`src/rtl/mac_pkg.sv`:
```
package mac_pkg;

  typedef enum logic [2:0] {
    OP_NONE  = 3'd0,
    OP_MAC   = 3'd1,
    OP_MSB   = 3'd2,
    OP_MACU  = 3'd3,
    OP_MSBU  = 3'd4,
    OP_MACI  = 3'd5,
    OP_MULW  = 3'd6,
    OP_MULWU = 3'd7
  } mac_op_e;

  typedef struct packed {
    logic active;   // operation changes the accumulator
    logic sgn;      // signed extension and signed flag
    logic sub;      // subtract instead of add
    logic imm;      // second factor from the immediate field
    logic widen;    // load product, no accumulation
  } mac_ctrl_t;

endpackage

```
`src/rtl/mac_decode.sv`:
```
module mac_decode
  import mac_pkg::*;
(
  input  logic       valid,
  input  logic [2:0] code,
  output mac_ctrl_t  ctrl
);

  always_comb begin
    ctrl = '0;
    if (valid) begin
      unique case (mac_op_e'(code))
        OP_MAC:   ctrl = '{active: 1'b1, sgn: 1'b1, sub: 1'b0, imm: 1'b0, widen: 1'b0};
        OP_MSB:   ctrl = '{active: 1'b1, sgn: 1'b1, sub: 1'b1, imm: 1'b0, widen: 1'b0};
        OP_MACU:  ctrl = '{active: 1'b1, sgn: 1'b0, sub: 1'b0, imm: 1'b0, widen: 1'b0};
        OP_MSBU:  ctrl = '{active: 1'b1, sgn: 1'b0, sub: 1'b1, imm: 1'b0, widen: 1'b0};
        OP_MACI:  ctrl = '{active: 1'b1, sgn: 1'b1, sub: 1'b0, imm: 1'b1, widen: 1'b0};
        OP_MULW:  ctrl = '{active: 1'b1, sgn: 1'b1, sub: 1'b0, imm: 1'b0, widen: 1'b1};
        OP_MULWU: ctrl = '{active: 1'b1, sgn: 1'b0, sub: 1'b0, imm: 1'b0, widen: 1'b1};
        default:  ctrl = '0;
      endcase
    end
  end

  // the immediate path is only ever used with signed handling
  always_comb begin
    if (ctrl.imm) p_imm_signed_r8: assert (ctrl.sgn && !ctrl.sub && !ctrl.widen);
  end

endmodule

```
`src/rtl/mac_operand_prep.sv`:
```
module mac_operand_prep #(
  parameter int OPW  = 32,
  parameter int IMMW = 16,
  localparam int EXTW = 2 * OPW
) (
  input  logic [OPW-1:0]  a,
  input  logic [OPW-1:0]  b,
  input  logic            sgn,
  input  logic            imm,
  output logic [EXTW-1:0] ax,
  output logic [EXTW-1:0] bx
);

  function automatic logic [EXTW-1:0] widen_word(input logic [OPW-1:0] w, input logic s);
    logic fill;
    fill = s & w[OPW-1];
    return {{OPW{fill}}, w};
  endfunction

  function automatic logic [EXTW-1:0] widen_imm(input logic [IMMW-1:0] w);
    return {{(EXTW-IMMW){w[IMMW-1]}}, w};
  endfunction

  always_comb begin
    ax = widen_word(a, sgn);
    bx = imm ? widen_imm(b[IMMW-1:0]) : widen_word(b, sgn);
  end

  // a zero-extended factor never carries bits above the operand width
  always_comb begin
    if (!sgn) p_zero_ext_r3: assert (ax[EXTW-1:OPW] == '0 && bx[EXTW-1:OPW] == '0);
  end

endmodule

```
`src/rtl/mac_multiplier.sv`:
```
module mac_multiplier #(
  parameter int OPW = 32,
  localparam int EXTW = 2 * OPW
) (
  input  logic [EXTW-1:0] ax,
  input  logic [EXTW-1:0] bx,
  output logic [EXTW-1:0] prod
);

  // Both factors are already extended to the accumulator width, so the
  // truncated product is exact for signed and unsigned interpretations.
  function automatic logic [EXTW-1:0] mul_trunc(input logic [EXTW-1:0] x, input logic [EXTW-1:0] y);
    return x * y;
  endfunction

  assign prod = mul_trunc(ax, bx);

endmodule

```
`src/rtl/mac_accum.sv`:
```
module mac_accum
  import mac_pkg::*;
#(
  parameter int OPW = 32,
  localparam int ACCW = 2 * OPW
) (
  input  mac_ctrl_t       ctrl,
  input  logic [ACCW-1:0] acc,
  input  logic [ACCW-1:0] prod,
  output logic [ACCW-1:0] acc_next,
  output logic            ov_wr,
  output logic            ov_evt,
  output logic            cy_wr,
  output logic            cy_evt
);

  function automatic logic [ACCW:0] add_wide(input logic [ACCW-1:0] x, input logic [ACCW-1:0] y);
    return {1'b0, x} + {1'b0, y};
  endfunction

  function automatic logic [ACCW:0] sub_wide(input logic [ACCW-1:0] x, input logic [ACCW-1:0] y);
    return {1'b0, x} - {1'b0, y};
  endfunction

  function automatic logic ovf_add(input logic sx, input logic sy, input logic sr);
    return (sx == sy) && (sr != sx);
  endfunction

  function automatic logic ovf_sub(input logic sx, input logic sy, input logic sr);
    return (sx != sy) && (sr != sx);
  endfunction

  logic [ACCW:0] sum_w;
  logic [ACCW:0] dif_w;
  logic          arith;

  assign sum_w = add_wide(acc, prod);
  assign dif_w = sub_wide(acc, prod);
  assign arith = ctrl.active && !ctrl.widen;

  always_comb begin
    acc_next = acc;
    ov_wr    = 1'b0;
    ov_evt   = 1'b0;
    cy_wr    = 1'b0;
    cy_evt   = 1'b0;
    if (ctrl.active && ctrl.widen) begin
      acc_next = prod;
    end else if (arith) begin
      acc_next = ctrl.sub ? dif_w[ACCW-1:0] : sum_w[ACCW-1:0];
      if (ctrl.sgn) begin
        ov_wr  = 1'b1;
        ov_evt = ctrl.sub ? ovf_sub(acc[ACCW-1], prod[ACCW-1], dif_w[ACCW-1])
                          : ovf_add(acc[ACCW-1], prod[ACCW-1], sum_w[ACCW-1]);
      end else begin
        cy_wr  = 1'b1;
        cy_evt = ctrl.sub ? dif_w[ACCW] : sum_w[ACCW];
      end
    end
  end

  // each accumulating operation writes exactly one kind of flag
  always_comb begin
    p_one_flag_kind_r6: assert (!(ov_wr && cy_wr));
    if (ov_evt) p_ov_needs_signed_r4: assert (ov_wr && ctrl.sgn);
    if (cy_evt) p_cy_needs_unsigned_r7: assert (cy_wr && !ctrl.sgn);
  end

endmodule

```
`src/rtl/mac_unit.sv`:
```
module mac_unit
  import mac_pkg::*;
#(
  parameter int OPW  = 32,
  parameter int IMMW = 16,
  localparam int ACCW = 2 * OPW
) (
  input  logic           clk,
  input  logic           rst_n,
  input  logic           op_valid,
  input  logic [2:0]     op_code,
  input  logic [OPW-1:0] op_a,
  input  logic [OPW-1:0] op_b,
  input  logic           ovf_exc_en,
  output logic [OPW-1:0] acc_hi,
  output logic [OPW-1:0] acc_lo,
  output logic           ov_flag,
  output logic           ov_upd,
  output logic           cy_flag,
  output logic           cy_upd,
  output logic           range_exc
);

  mac_ctrl_t       ctrl;
  logic [ACCW-1:0] ax;
  logic [ACCW-1:0] bx;
  logic [ACCW-1:0] prod;
  logic [ACCW-1:0] acc_cur;
  logic [ACCW-1:0] acc_next;
  logic            ov_wr, ov_evt, cy_wr, cy_evt;
  logic            exc_evt;

  mac_decode u_decode (
    .valid (op_valid),
    .code  (op_code),
    .ctrl  (ctrl)
  );

  mac_operand_prep #(.OPW(OPW), .IMMW(IMMW)) u_prep (
    .a   (op_a),
    .b   (op_b),
    .sgn (ctrl.sgn),
    .imm (ctrl.imm),
    .ax  (ax),
    .bx  (bx)
  );

  mac_multiplier #(.OPW(OPW)) u_mul (
    .ax   (ax),
    .bx   (bx),
    .prod (prod)
  );

  assign acc_cur = {acc_hi, acc_lo};

  mac_accum #(.OPW(OPW)) u_accum (
    .ctrl     (ctrl),
    .acc      (acc_cur),
    .prod     (prod),
    .acc_next (acc_next),
    .ov_wr    (ov_wr),
    .ov_evt   (ov_evt),
    .cy_wr    (cy_wr),
    .cy_evt   (cy_evt)
  );

  assign exc_evt = ovf_exc_en && ((ov_wr && ov_evt) || (cy_wr && cy_evt));

  always_ff @(posedge clk or negedge rst_n) begin
    if (!rst_n) begin
      acc_hi    <= '0;
      acc_lo    <= '0;
      ov_flag   <= 1'b0;
      cy_flag   <= 1'b0;
      ov_upd    <= 1'b0;
      cy_upd    <= 1'b0;
      range_exc <= 1'b0;
    end else begin
      acc_hi    <= acc_next[ACCW-1:OPW];
      acc_lo    <= acc_next[OPW-1:0];
      ov_upd    <= ov_wr;
      cy_upd    <= cy_wr;
      range_exc <= exc_evt;
      if (ov_wr) ov_flag <= ov_evt;
      if (cy_wr) cy_flag <= cy_evt;
    end
  end

  // an idle cycle leaves state alone and raises nothing
  p_idle_hold_r10: assert property (@(posedge clk) disable iff (!rst_n)
    !op_valid |=> ($stable(acc_hi) && $stable(acc_lo) && $stable(ov_flag) &&
                   $stable(cy_flag) && !ov_upd && !cy_upd && !range_exc));

  // only one flag kind is reported per operation
  p_single_strobe_r9: assert property (@(posedge clk) disable iff (!rst_n)
    !(ov_upd && cy_upd));

  // an exception always comes with a written flag that is set
  p_exc_cause_r9: assert property (@(posedge clk) disable iff (!rst_n)
    range_exc |-> ((ov_upd && ov_flag) || (cy_upd && cy_flag)));

  // with the enable low no exception follows
  p_exc_enable_r9: assert property (@(posedge clk) disable iff (!rst_n)
    !ovf_exc_en |=> !range_exc);

  // widening multiplies touch no flag
  p_widen_noflag_r2: assert property (@(posedge clk) disable iff (!rst_n)
    (op_valid && (op_code == OP_MULW || op_code == OP_MULWU)) |=>
      (!ov_upd && !cy_upd && !range_exc && $stable(ov_flag) && $stable(cy_flag)));

endmodule

```
`config.mk`:
```
export PLATFORM = sky130hd
export DESIGN_NAME = mac_unit
export DESIGN_NICKNAME = d
export VERILOG_FILES = /design/src/rtl/mac_pkg.sv /design/src/rtl/mac_decode.sv /design/src/rtl/mac_operand_prep.sv /design/src/rtl/mac_multiplier.sv /design/src/rtl/mac_accum.sv /design/src/rtl/mac_unit.sv
export SDC_FILE = /design/constraint.sdc
export NUM_CORES = 2
export LEC_CHECK = 0
export ABC_CLOCK_PERIOD_IN_PS = 3250
export BUFFER_PORTS_ARGS = -buffer_cell sky130_fd_sc_hd__buf_4
export CORE_MARGIN = 8
export CORE_UTILIZATION = 45
export CTS_CLUSTER_DIAMETER = 100
export DETAILED_ROUTE_END_ITERATION = 6
export PLACE_DENSITY = 0.74
export SLEW_MARGIN = 20
export SYNTH_ARGS = -nofsm -noshare
export SYNTH_HDL_FRONTEND = slang
export SYNTH_SLANG_ARGS = --single-unit
```
`constraint.sdc`:
```
create_clock -name clk -period 3.25 [get_ports clk]
set_clock_uncertainty 0.2 [all_clocks]
set_input_delay 0.65 -clock clk [delete_from_list [all_inputs] [get_ports clk]]
set_output_delay 0.65 -clock clk [all_outputs]
set_load 0.01 [all_outputs]
```
==> results.toml <==
[logic_synthesis]
synth_nets = 7271
synth_area_sq_um = 49200
ys_ff_latch = 69
synth_async_sr_flop_share = 1.00
synth_top_cell_by_area = "fa_1"
yosysSeqAreaShare = 0.0351
avgSynthCellArea_sq_um = 8.59
yosys-top-cells-count = "1279 x inv_1, 1127 x fa_1, 771 x nand2_1"
synth_flop_cell = "dfrtp_1"
synth_top_area_share = 0.458
synth_edf_count = 0
syn-instance-count = 5731
ys_warn_count = 0
ys_types = 104
synth_area_leaders = "fa_1 46%, inv_1 9.8%, ha_1 8.7%, nand2_1 5.9%, and2_1 5.9%"
synth.most_common_cell = "inv_1"

[setup_path]
r2r_cells = 19
end_kind = "flip-flop"
crit_type = "primary input to flip-flop"
r2r_end = "range_exc"
crit_top_cell = "fa_1"
reg2reg_slack_ns = -1.23
critPathMaxFanout = 6
reg2reg_from = "acc_lo[0]"
worst_path_largest_cell_delay_ns = 0.53
start_kind = "primary input"
crit_slowest_cell = "fa_2"
critPathArrivalTime_ns = 11.16
worstPathRequired_ns = 3.36

[place]
hpwl_um = 136000
gp_congestion = 0.971
pre_cts_ws_ns = -8.46
numPortBuffers = 139

[layout]
nets = 8349
drive_gt1_frac = 0.307
area_growth_syn_to_layout_pct = 33.7
finish.utilization = 0.606

[global_routing]
grt_pass1_vias = 49000
antenna_found_initial = 4
grt_use_met2 = 0.470
grt_pass1_wl_um = 262000
grt_max_degree = 44
grt_usage = 0.269
grt_overflow_total = 0
use_met1 = 0.339
use_met3 = 0.0329
busiest_layer = "met2"

[timing]
hold_viol_final = 0
rsz0062_at_grt = "true"
finalSetupViolCount = 63
maxSlewHeadroom = 0.515
setup_ws_ns = -7.80
worst_pin_slew_ns = 0.721
finalCriticalPeriod_ns = 11.05
fmax_mhz = 90.5
slew_viol_final = 0
fin_crit_sh = 3.40

[drt]
detail-route-antenna-nets = 0
drc = 0
via_per_inst = 5.43
wl_um = 166000
vias = 44700
initialDrtViolationCount = 3221
first_pass_iters = 6
avgRoutedWirePerCell_um = 20.2

[floorplan]
coreArea_sq_um = 109000
design.die.area_sq_um = 120000
initial_core_util = 0.453
core.rowCount = 121
die_height_um = 347
die_x_um = 347
ios = 140

[run_status]
violations = "setup timing"
status = "complete, but fails checks"

[cts]
clock_path_buffers = 2
cts_sinks = 69
ctsHoldBuffers = 0
ctsRootBufferMaster = "clkbuf_16"
clock_latency_ns = 0.38
cts_htree_levels = 3
cts_tree = "built"
cts_buffers = 9
cts.clk_slew.worst_paths_ns = 0.08

[min_path]
hold_path.class = "primary input to async pin"

[run]
maxCapViolCount = 0
metrics by stage:
stage                     TNS [ns]  instance area, sq um  hold slack, ns  std cells
final                      -390.57                 65800           0.108       8231
after global routing       -406.28                 65800           0.133       8230
after CTS                  -386.71                 62300           0.101       8124
after detailed placement   -430.10                 60600           0.353       8080
after global placement     -425.53                 60600           0.329       8080
after floorplan            -352.75                 50700           0.154       5731
cell families (layout without fill, tap and decap cells):
group,Yosys count,in the layout,synth area share
simple gates,1690,1691,0.165
buf+inv,1589,2671,0.124
fa+ha+maj,1469,1469,0.545
compound gates,766,766,0.104
xor+xnor,139,139,0.0252
flops,69,69,0.0351
mux,9,9,0.00186
other cells,0,3,0
routing by layer:
| layer | wire [um] | vias to the layer above |
|---|---|---|
| li1 | - | 19600 |
| met1 | 64300 | 22700 |
| met2 | 82100 | 1850 |
| met3 | 10500 | 534 |
| met4 | 9050 | 2 |
| met5 | 13 | - |
state kept, by name (all words and copies together), names as in the netlist:
signal / count
cy_upd: 1
ov_upd: 1
ov_flag: 1
range_exc: 1
acc_hi: 32
cy_flag: 1
acc_lo: 32
worst max-delay path, delay by kind of cell:
| kind | cells | cell delay [ns] |
|---|---|---|
| simple gates | 9 | 1.63 |
| buf+inv | 14 | 1.46 |
| fa+ha+maj | 11 | 4.62 |
| compound gates | 15 | 2.56 |
| xor+xnor | 1 | 0.21 |
worst max path at each step:
| stage | startpoint | endpoint |
|---|---|---|
| 3_5_place_dp | op_code[1] | acc_hi[31] |
| 5_1_grt | op_code[1] | acc_hi[26] |
| 2_1_floorplan | op_code[1] | range_exc |
| 3_3_place_gp | op_code[1] | acc_hi[31] |
| 4_1_cts | op_code[1] | acc_hi[31] |
| 6_report | op_code[1] | range_exc |
layout make-up:
| class | count | area (sq um) |
|---|---|---|
| antenna | 3 | 7.51 |
| clock buffer | 10 | 229 |
| clock inverter | 6 | 70.1 |
| fill | 8751 | 42900 |
| inverter | 1283 | 4860 |
| multi-input combinational | 4074 | 45600 |
| sequential | 69 | 1730 |
| tap | 1414 | 1770 |
| timing repair buffer | 1372 | 11500 |
placed cells by master (no fill, tap or decap), types with 28 or more instances in the layout:
cell type / instances
o21ai_2: 29
o21bai_1: 29
dfrtp_1: 69
o21ai_1: 61
buf_6: 96
nor3_1: 28
a21o_1: 47
fa_2: 32
a21oi_1: 162
nand2_1: 705
nand2_2: 41
inv_1: 1208
nand4_1: 30
and2_1: 436
buf_12: 49
inv_2: 63
o21ai_0: 58
nand3_1: 41
a21oi_2: 65
buf_4: 1202
ha_1: 243
ha_4: 89
nor2_1: 172
fa_1: 1095
xnor2_1: 88
what timing repair did:
action / 4_1_cts / 5_1_grt
cloned: 0 / 7
setup buffers: 28 / 110
setup endpoints to repair: 64 / 64
gates resized for setup: 242 / 595
pin swaps: 93 / 289
Power is not shown: default switching activity piles up to over one toggle a cycle in this logic, so the estimate is an artifact.
